### src/rtl/raster_pkg.sv
package raster_pkg;
  typedef enum logic [1:0] {
    SEG_SYNC  = 2'd0,
    SEG_BACK  = 2'd1,
    SEG_ACT   = 2'd2,
    SEG_FRONT = 2'd3
  } seg_e;

  localparam int NUM_SEG = 4;
  localparam int NUM_AXIS = 2;

  localparam logic [3:0] A_CTRL   = 4'd0;
  localparam logic [3:0] A_HBASE  = 4'd1;
  localparam logic [3:0] A_VBASE  = 4'd5;
  localparam logic [3:0] A_LTHR   = 4'd9;
  localparam logic [3:0] A_IRQEN  = 4'd10;
  localparam logic [3:0] A_IRQST  = 4'd11;
  localparam logic [3:0] A_DIV    = 4'd12;
endpackage

### src/rtl/raster_regs.sv
module raster_regs
  import raster_pkg::*;
#(
  parameter int CNT_W  = 12,
  parameter int DATA_W = 16,
  parameter int DIV_W  = 8
) (
  input  logic                           clk,
  input  logic                           rst_n,
  input  logic                           wr_en,
  input  logic [3:0]                     wr_addr,
  input  logic [DATA_W-1:0]              wr_data,
  output logic                           en_req,
  output logic                           srst,
  output logic [NUM_SEG-1:0][CNT_W-1:0]  h_len,
  output logic [NUM_SEG-1:0][CNT_W-1:0]  v_len,
  output logic [CNT_W-1:0]               line_thr,
  output logic                           irq_glb,
  output logic                           irq_frm_en,
  output logic                           irq_ln_en,
  output logic [1:0]                     st_clr,
  output logic [DIV_W-1:0]               div_code
);
  localparam int DIV_MAX = (1 << DIV_W) - 2;
  localparam logic [DATA_W-1:0] DIV_MAX_D = DATA_W'(DIV_MAX);

  assign srst   = wr_en && (wr_addr == A_CTRL) && wr_data[1];
  assign st_clr = (wr_en && (wr_addr == A_IRQST)) ? wr_data[1:0] : 2'b00;

  always_ff @(posedge clk or negedge rst_n) begin
    if (!rst_n) begin
      en_req     <= 1'b0;
      h_len      <= '0;
      v_len      <= '0;
      line_thr   <= '0;
      irq_glb    <= 1'b0;
      irq_frm_en <= 1'b0;
      irq_ln_en  <= 1'b0;
      div_code   <= '0;
    end else if (wr_en) begin
      for (int i = 0; i < NUM_SEG; i++) begin
        if (wr_addr == 4'(A_HBASE + i)) h_len[i] <= wr_data[CNT_W-1:0];
        if (wr_addr == 4'(A_VBASE + i)) v_len[i] <= wr_data[CNT_W-1:0];
      end
      if (wr_addr == A_CTRL) en_req <= wr_data[0];
      if (wr_addr == A_LTHR) line_thr <= wr_data[CNT_W-1:0];
      if (wr_addr == A_IRQEN) begin
        irq_glb    <= wr_data[0];
        irq_frm_en <= wr_data[1];
        irq_ln_en  <= wr_data[2];
      end
      if (wr_addr == A_DIV)
        div_code <= (wr_data > DIV_MAX_D) ? DIV_W'(DIV_MAX) : wr_data[DIV_W-1:0];
    end
  end


  div_clamp_chk: assert property (@(posedge clk) disable iff (!rst_n)
    $past(wr_en && wr_addr == A_DIV && wr_data > DIV_MAX_D) |-> div_code == DIV_W'(DIV_MAX));
endmodule

### src/rtl/raster_clkdiv.sv
module raster_clkdiv #(
  parameter int DIV_W = 8
) (
  input  logic             clk,
  input  logic             rst_n,
  input  logic             srst,
  input  logic [DIV_W-1:0] code,
  output logic             pix_stb
);
  logic [DIV_W-1:0] cnt;

  assign pix_stb = (cnt >= code);

  always_ff @(posedge clk or negedge rst_n) begin
    if (!rst_n)              cnt <= '0;
    else if (srst || pix_stb) cnt <= '0;
    else                     cnt <= cnt + 1'b1;
  end


  stb_spacing_chk: assert property (@(posedge clk) disable iff (!rst_n)
    (pix_stb && code != '0) |=> (!pix_stb || code == '0));
endmodule

### src/rtl/raster_axis.sv
module raster_axis
  import raster_pkg::*;
#(
  parameter int CNT_W = 12
) (
  input  logic                          clk,
  input  logic                          rst_n,
  input  logic                          clr,
  input  logic                          step,
  input  logic [NUM_SEG-1:0][CNT_W-1:0] len,
  output seg_e                          seg,
  output logic [CNT_W-1:0]              cnt,
  output logic                          wrap
);
  seg_e             nxt_seg;
  logic [CNT_W-1:0] nxt_cnt;

  always_comb begin
    nxt_seg = seg;
    nxt_cnt = cnt;
    wrap    = 1'b0;
    if (step) begin
      if (cnt >= len[seg]) begin
        nxt_cnt = '0;
        nxt_seg = seg_e'(seg + 2'd1);
        wrap    = (seg == SEG_FRONT);
      end else begin
        nxt_cnt = cnt + 1'b1;
      end
    end
  end

  always_ff @(posedge clk or negedge rst_n) begin
    if (!rst_n) begin
      seg <= SEG_SYNC;
      cnt <= '0;
    end else if (clr) begin
      seg <= SEG_SYNC;
      cnt <= '0;
    end else begin
      seg <= nxt_seg;
      cnt <= nxt_cnt;
    end
  end


  seg_order_chk: assert property (@(posedge clk) disable iff (!rst_n)
    (!$past(clr) && seg != $past(seg)) |-> seg == seg_e'($past(seg) + 2'd1));
endmodule

### src/rtl/raster_irq.sv
module raster_irq (
  input  logic       clk,
  input  logic       rst_n,
  input  logic       srst,
  input  logic       glb,
  input  logic       frm_en,
  input  logic       ln_en,
  input  logic       frame_evt,
  input  logic       line_evt,
  input  logic [1:0] clr,
  output logic [1:0] stat
);
  logic [1:0] set;

  assign set = {line_evt & glb & ln_en, frame_evt & glb & frm_en};

  always_ff @(posedge clk or negedge rst_n) begin
    if (!rst_n)    stat <= 2'b00;
    else if (srst) stat <= 2'b00;
    else           stat <= (stat & ~clr) | set;
  end


  frm_gate_chk: assert property (@(posedge clk) disable iff (!rst_n)
    $rose(stat[0]) |-> $past(glb && frm_en && frame_evt));


  line_gate_chk: assert property (@(posedge clk) disable iff (!rst_n)
    $rose(stat[1]) |-> $past(glb && ln_en && line_evt));
endmodule

### src/rtl/raster_timing_gen.sv
module raster_timing_gen
  import raster_pkg::*;
#(
  parameter int CNT_W  = 12,
  parameter int DATA_W = 16,
  parameter int DIV_W  = 8
) (
  input  logic              clk,
  input  logic              rst_n,
  input  logic              cfg_we,
  input  logic [3:0]        cfg_addr,
  input  logic [DATA_W-1:0] cfg_wdata,
  output logic              pix_stb,
  output logic              hsync,
  output logic              vsync,
  output logic              de,
  output logic [CNT_W-1:0]  px_x,
  output logic [CNT_W-1:0]  px_y,
  output logic              irq_frame,
  output logic              irq_line
);
  logic                          en_req, srst;
  logic [NUM_SEG-1:0][CNT_W-1:0] h_len, v_len;
  logic [CNT_W-1:0]              line_thr;
  logic                          irq_glb, irq_frm_en, irq_ln_en;
  logic [1:0]                    st_clr, stat;
  logic [DIV_W-1:0]              div_code;

  logic [NUM_SEG-1:0][CNT_W-1:0] len_a [NUM_AXIS];
  seg_e                          seg_a [NUM_AXIS];
  logic [CNT_W-1:0]              cnt_a [NUM_AXIS];
  logic                          wrap_a [NUM_AXIS];
  logic                          step_a [NUM_AXIS];
  logic                          video_on, frame_evt, line_evt;

  raster_regs #(.CNT_W(CNT_W), .DATA_W(DATA_W), .DIV_W(DIV_W)) u_regs (
    .clk(clk), .rst_n(rst_n), .wr_en(cfg_we), .wr_addr(cfg_addr), .wr_data(cfg_wdata),
    .en_req(en_req), .srst(srst), .h_len(h_len), .v_len(v_len), .line_thr(line_thr),
    .irq_glb(irq_glb), .irq_frm_en(irq_frm_en), .irq_ln_en(irq_ln_en),
    .st_clr(st_clr), .div_code(div_code)
  );

  raster_clkdiv #(.DIV_W(DIV_W)) u_div (
    .clk(clk), .rst_n(rst_n), .srst(srst), .code(div_code), .pix_stb(pix_stb)
  );

  assign len_a[0]  = h_len;
  assign len_a[1]  = v_len;
  assign step_a[0] = pix_stb;
  assign step_a[1] = wrap_a[0];

  for (genvar g = 0; g < NUM_AXIS; g++) begin : g_axis
    raster_axis #(.CNT_W(CNT_W)) u_axis (
      .clk(clk), .rst_n(rst_n), .clr(srst), .step(step_a[g]), .len(len_a[g]),
      .seg(seg_a[g]), .cnt(cnt_a[g]), .wrap(wrap_a[g])
    );
  end

  assign frame_evt = wrap_a[0] && wrap_a[1] && !srst;
  assign line_evt  = pix_stb && !srst && seg_a[0] == SEG_SYNC && cnt_a[0] == '0 &&
                     seg_a[1] == SEG_ACT && cnt_a[1] == line_thr;

  always_ff @(posedge clk or negedge rst_n) begin
    if (!rst_n)         video_on <= 1'b0;
    else if (srst)      video_on <= 1'b0;
    else if (frame_evt) video_on <= en_req;
  end

  raster_irq u_irq (
    .clk(clk), .rst_n(rst_n), .srst(srst), .glb(irq_glb), .frm_en(irq_frm_en),
    .ln_en(irq_ln_en), .frame_evt(frame_evt), .line_evt(line_evt), .clr(st_clr), .stat(stat)
  );

  assign hsync     = video_on && seg_a[0] == SEG_SYNC;
  assign vsync     = video_on && seg_a[1] == SEG_SYNC;
  assign de        = video_on && seg_a[0] == SEG_ACT && seg_a[1] == SEG_ACT;
  assign px_x      = de ? cnt_a[0] : '0;
  assign px_y      = de ? cnt_a[1] : '0;
  assign irq_frame = stat[0];
  assign irq_line  = stat[1];


  de_sync_excl_chk: assert property (@(posedge clk) disable iff (!rst_n)
    de |-> (!hsync && !vsync));


  video_at_origin_chk: assert property (@(posedge clk) disable iff (!rst_n)
    (video_on != $past(video_on)) |->
      (seg_a[0] == SEG_SYNC && cnt_a[0] == '0 && seg_a[1] == SEG_SYNC && cnt_a[1] == '0));


  soft_reset_chk: assert property (@(posedge clk) disable iff (!rst_n)
    $past(srst) |-> (cnt_a[0] == '0 && cnt_a[1] == '0 && !video_on && !irq_frame && !irq_line));
endmodule

### config.mk
export PLATFORM = sky130hd
export DESIGN_NAME = raster_timing_gen
export DESIGN_NICKNAME = d
export VERILOG_FILES = /design/src/rtl/raster_pkg.sv /design/src/rtl/raster_regs.sv /design/src/rtl/raster_clkdiv.sv /design/src/rtl/raster_axis.sv /design/src/rtl/raster_irq.sv /design/src/rtl/raster_timing_gen.sv
export SDC_FILE = /design/constraint.sdc
export NUM_CORES = 1
export LEC_CHECK = 0
export ABC_CLOCK_PERIOD_IN_PS = 5600
export BUFFER_PORTS_ARGS = -buffer_cell sky130_fd_sc_hd__buf_2
export CAP_MARGIN = 20
export CORE_ASPECT_RATIO = 1.4
export CORE_MARGIN = 8
export CORE_UTILIZATION = 49
export CTS_BUF_LIST = sky130_fd_sc_hd__clkbuf_4
export DETAILED_ROUTE_END_ITERATION = 10
export GPL_ROUTABILITY_DRIVEN = 1
export GPL_TIMING_DRIVEN = 1
export PLACE_DENSITY = 0.65
export SYNTH_ARGS = -nofsm -noshare
export SYNTH_HDL_FRONTEND = slang
export SYNTH_SLANG_ARGS = --single-unit
### constraint.sdc
create_clock -name clk -period 5.6 [get_ports clk]
set_input_delay 1.12 -clock clk [delete_from_list [all_inputs] [get_ports clk]]
set_output_delay 1.12 -clock clk [all_outputs]
set_load 0.01 [all_outputs]
==> flow_summary.json <==
{
  "worstPathMaxFanout": 25,
  "grt_overflow": 0,
  "path_clk_slew_ns": 0.14,
  "worst_setup_path_end_kind": "output pin",
  "avgSynthCellArea_sq_um": 12.05,
  "clkPwrFrac_pct": 20.6,
  "place_ws_ns": 2.076,
  "required_ns": 4.48,
  "worstSetupStartpointType": "flop",
  "worst_pin_slew_ns": 0.8879,
  "num_rows": 57,
  "htreeDepth": 4,
  "via_count": 5661,
  "syn-cell-area_sq_um": 8458,
  "ys_warn_count": 0,
  "cts_tree": "built",
  "async_flop_share_pct": 100.0,
  "core-area_sq_um": 17120,
  "fin_cells": 959,
  "worst_slack_ns": 1.739,
  "path_class": "flop to output pin",
  "postCtsHoldBufs": 0,
  "drive_above_1_share_pct": 31.91,
  "syn_inst": 702,
  "hpwl_microns": 14180,
  "antenna_found_initial": 2,
  "ys_types": 59,
  "synth-seq-cells": 159,
  "cap_violations": 0,
  "ant_nets": 0,
  "cts_made_buffers": 17,
  "period_needed_ns": 3.861,
  "gp_congestion": 0.8522,
  "cts_setup_buffers": 0,
  "dpl-instance-area_sq_um": 8856,
  "slew-limit-headroom_pct": 40.81,
  "slew_viol_final": 0,
  "grt.total_usage_pct": 18.87,
  "hold_viol": 0,
  "synth_edf_count": 0,
  "fin_util_pct": 53.71,
  "pwr-share-seq_pct": 47.1,
  "port_buffers": 52,
  "final_area_sq_um": 9194,
  "wl_per_cell_microns": 20.25,
  "ios": 53,
  "hold_path_class": "flop to flop",
  "drc": 0,
  "placed_cells": 924,
  "drt_iter0_drc": 452,
  "clk_path_buf_depth": 2,
  "layout.nets": 805,
  "power_density_nw_per_um2": 396.3,
  "internal_power_mw": 2.378,
  "leakagePower_nw": 4.231,
  "ir_worst_vdd_mv": 0.1548,
  "viasPerCell": 5.903,
  "switching_share_pct": 34.74,
  "drt_wl_total_microns": 19420,
  "share_comb_of_total_power_pct": 32.3,
  "worst-endpoint-arrival_ns": 2.74,
  "clkLatencyLatePin_ns": 0.55,
  "cts.sinks": 159,
  "status": "finished, final reports clean",
  "p_total_mw": 3.643,
  "grt_max_degree": 65,
  "die_h_microns": 171.5,
  "finalSetupTns_ns": 0,
  "yosysSeqAreaShare_pct": 47.04,
  "dieArea_sq_um": 21780,
  "ys.flop_type": "dfrtp_1",
  "whs_ns": 0.5197,
  "cts_resized": 0,
  "fin_worst_skew_ns": 0.02762,
  "timing.fmax_mhz": 259.0,
  "initial_core_util_pct": 49.42,
  "synthToLayoutAreaGrowth_pct": 8.698,
  "period_share_pct": 68.95,
  "grt_pass1_vias": 5990,
  "syn-num-nets": 767,
  "rsz0062_at_grt": "false",
  "finalSetupViolCount": 0,
  "die_x_microns": 127.0,
  "grt_pass1_wl_microns": 32170,
  "root_buffer": "clkbuf_4",
  "power_switching_mw": 1.266,
  "first_pass_iters": 5
}
kinds of logic after synthesis:
family / share of synthesized area, %
XOR/XNOR: 2.899
AO/OA/AOI/OAI: 8.255
AND/OR/NAND/NOR: 10.38
multiplexers: 21.02
adder cells (fa/ha/maj): 6.213
buffers and inverters: 4.186
flip-flops: 47.04
placed cells by master (no fill, tap or decap), types with 18 or more instances in the layout:
cell type | netlist | routed
a21oi_1 | 26 | 26
and2_1 | 27 | 27
buf_2 | 4 | 51
dfrtp_1 | 159 | 159
ha_1 | 42 | 42
inv_1 | 46 | 46
mux2_2 | 109 | 109
mux4_2 | 24 | 24
nand2_1 | 18 | 18
nand3_1 | 19 | 19
nor2_1 | 33 | 33
xor2_1 | 22 | 22
routing by layer:
metal / vias up / track usage (%) / wire length (microns)
met3: 28 / 3.568 / 830
met2: 127 / 31.93 / 9859
met5: - / 0 / 12
met4: 2 / 6.798 / 392
li1: 2616 / - / -
met1: 2888 / 23.68 / 8328
sequential cells by signal, indices dropped and copies added, names as in the netlist:
signal	cells
u_regs.irq_glb	1
u_regs.line_thr	12
video_on	1
u_regs.v_len	48
u_regs.h_len	48
g_axis.u_axis.seg	4
u_regs.irq_ln_en	1
u_regs.irq_frm_en	1
g_axis.u_axis.cnt	24
u_irq.stat	2
u_div.cnt	8
u_regs.div_code	8
u_regs.en_req	1
layout make-up:
cell class | instances | area, sq um
fill | 1486 | 7923
multi-input combinational | 454 | 4125
sequential | 159 | 3979
timing repair buffer | 61 | 341.6
tap | 206 | 257.7
clock inverter | 14 | 181.4
inverter | 47 | 178.9
clock buffer | 17 | 127.6
antenna | 1 | 2.502
power groups by stage:
stage | sequential (mW) | combinational [mW] | clock (mW)
floorplan | 1.57 | 1.01 | 0
CTS | 1.72 | 1.19 | 0.767
global placement | 1.73 | 1.14 | 0
global route | 1.77 | 1.31 | 0.816
detailed placement | 1.75 | 1.18 | 0
finish | 1.72 | 1.18 | 0.749
worst paths after layout:
check	start	end	slack [ns]	depth (start not counted)
setup reg to reg	g_axis[0].u_axis.seg[0]	g_axis[1].u_axis.cnt[10]	2.08	8
hold / removal	u_regs.v_len[39]	u_regs.v_len[39]	0.52	1
setup / recovery	g_axis[1].u_axis.seg[0]	px_y[4]	1.74	5
max in group asynchronous	rst_n	u_regs.v_len[19]	3.87	2
min in group asynchronous	rst_n	u_regs.h_len[13]	0.53	1
hold reg to reg	u_regs.v_len[39]	u_regs.v_len[39]	0.52	1
worst max-delay path, stage by stage, from the launching register on:
cell	delay [ns]
dfrtp_1	0.94
inv_1	0.21
ha_1	0.28
and3_1	0.37
and2_1	0.27
buf_2	0.13
synthesized netlist by cell type (14+ instances only):
cell type  number  area (sq um)
mux2_2        109          1227
ha_1           42         525.5
a21oi_1        26         130.1
and2_1         27         168.9
mux4_2         24         540.5
xor2_1         22         192.7
nand3_1        19         95.09
o21ai_0        14         70.07
nor2_1         33         123.9
dfrtp_1       159          3979
clkbuf_1       31         116.4
inv_1          46         172.7
nand2_1        18         67.56
(Power assumes the default switching activity.)
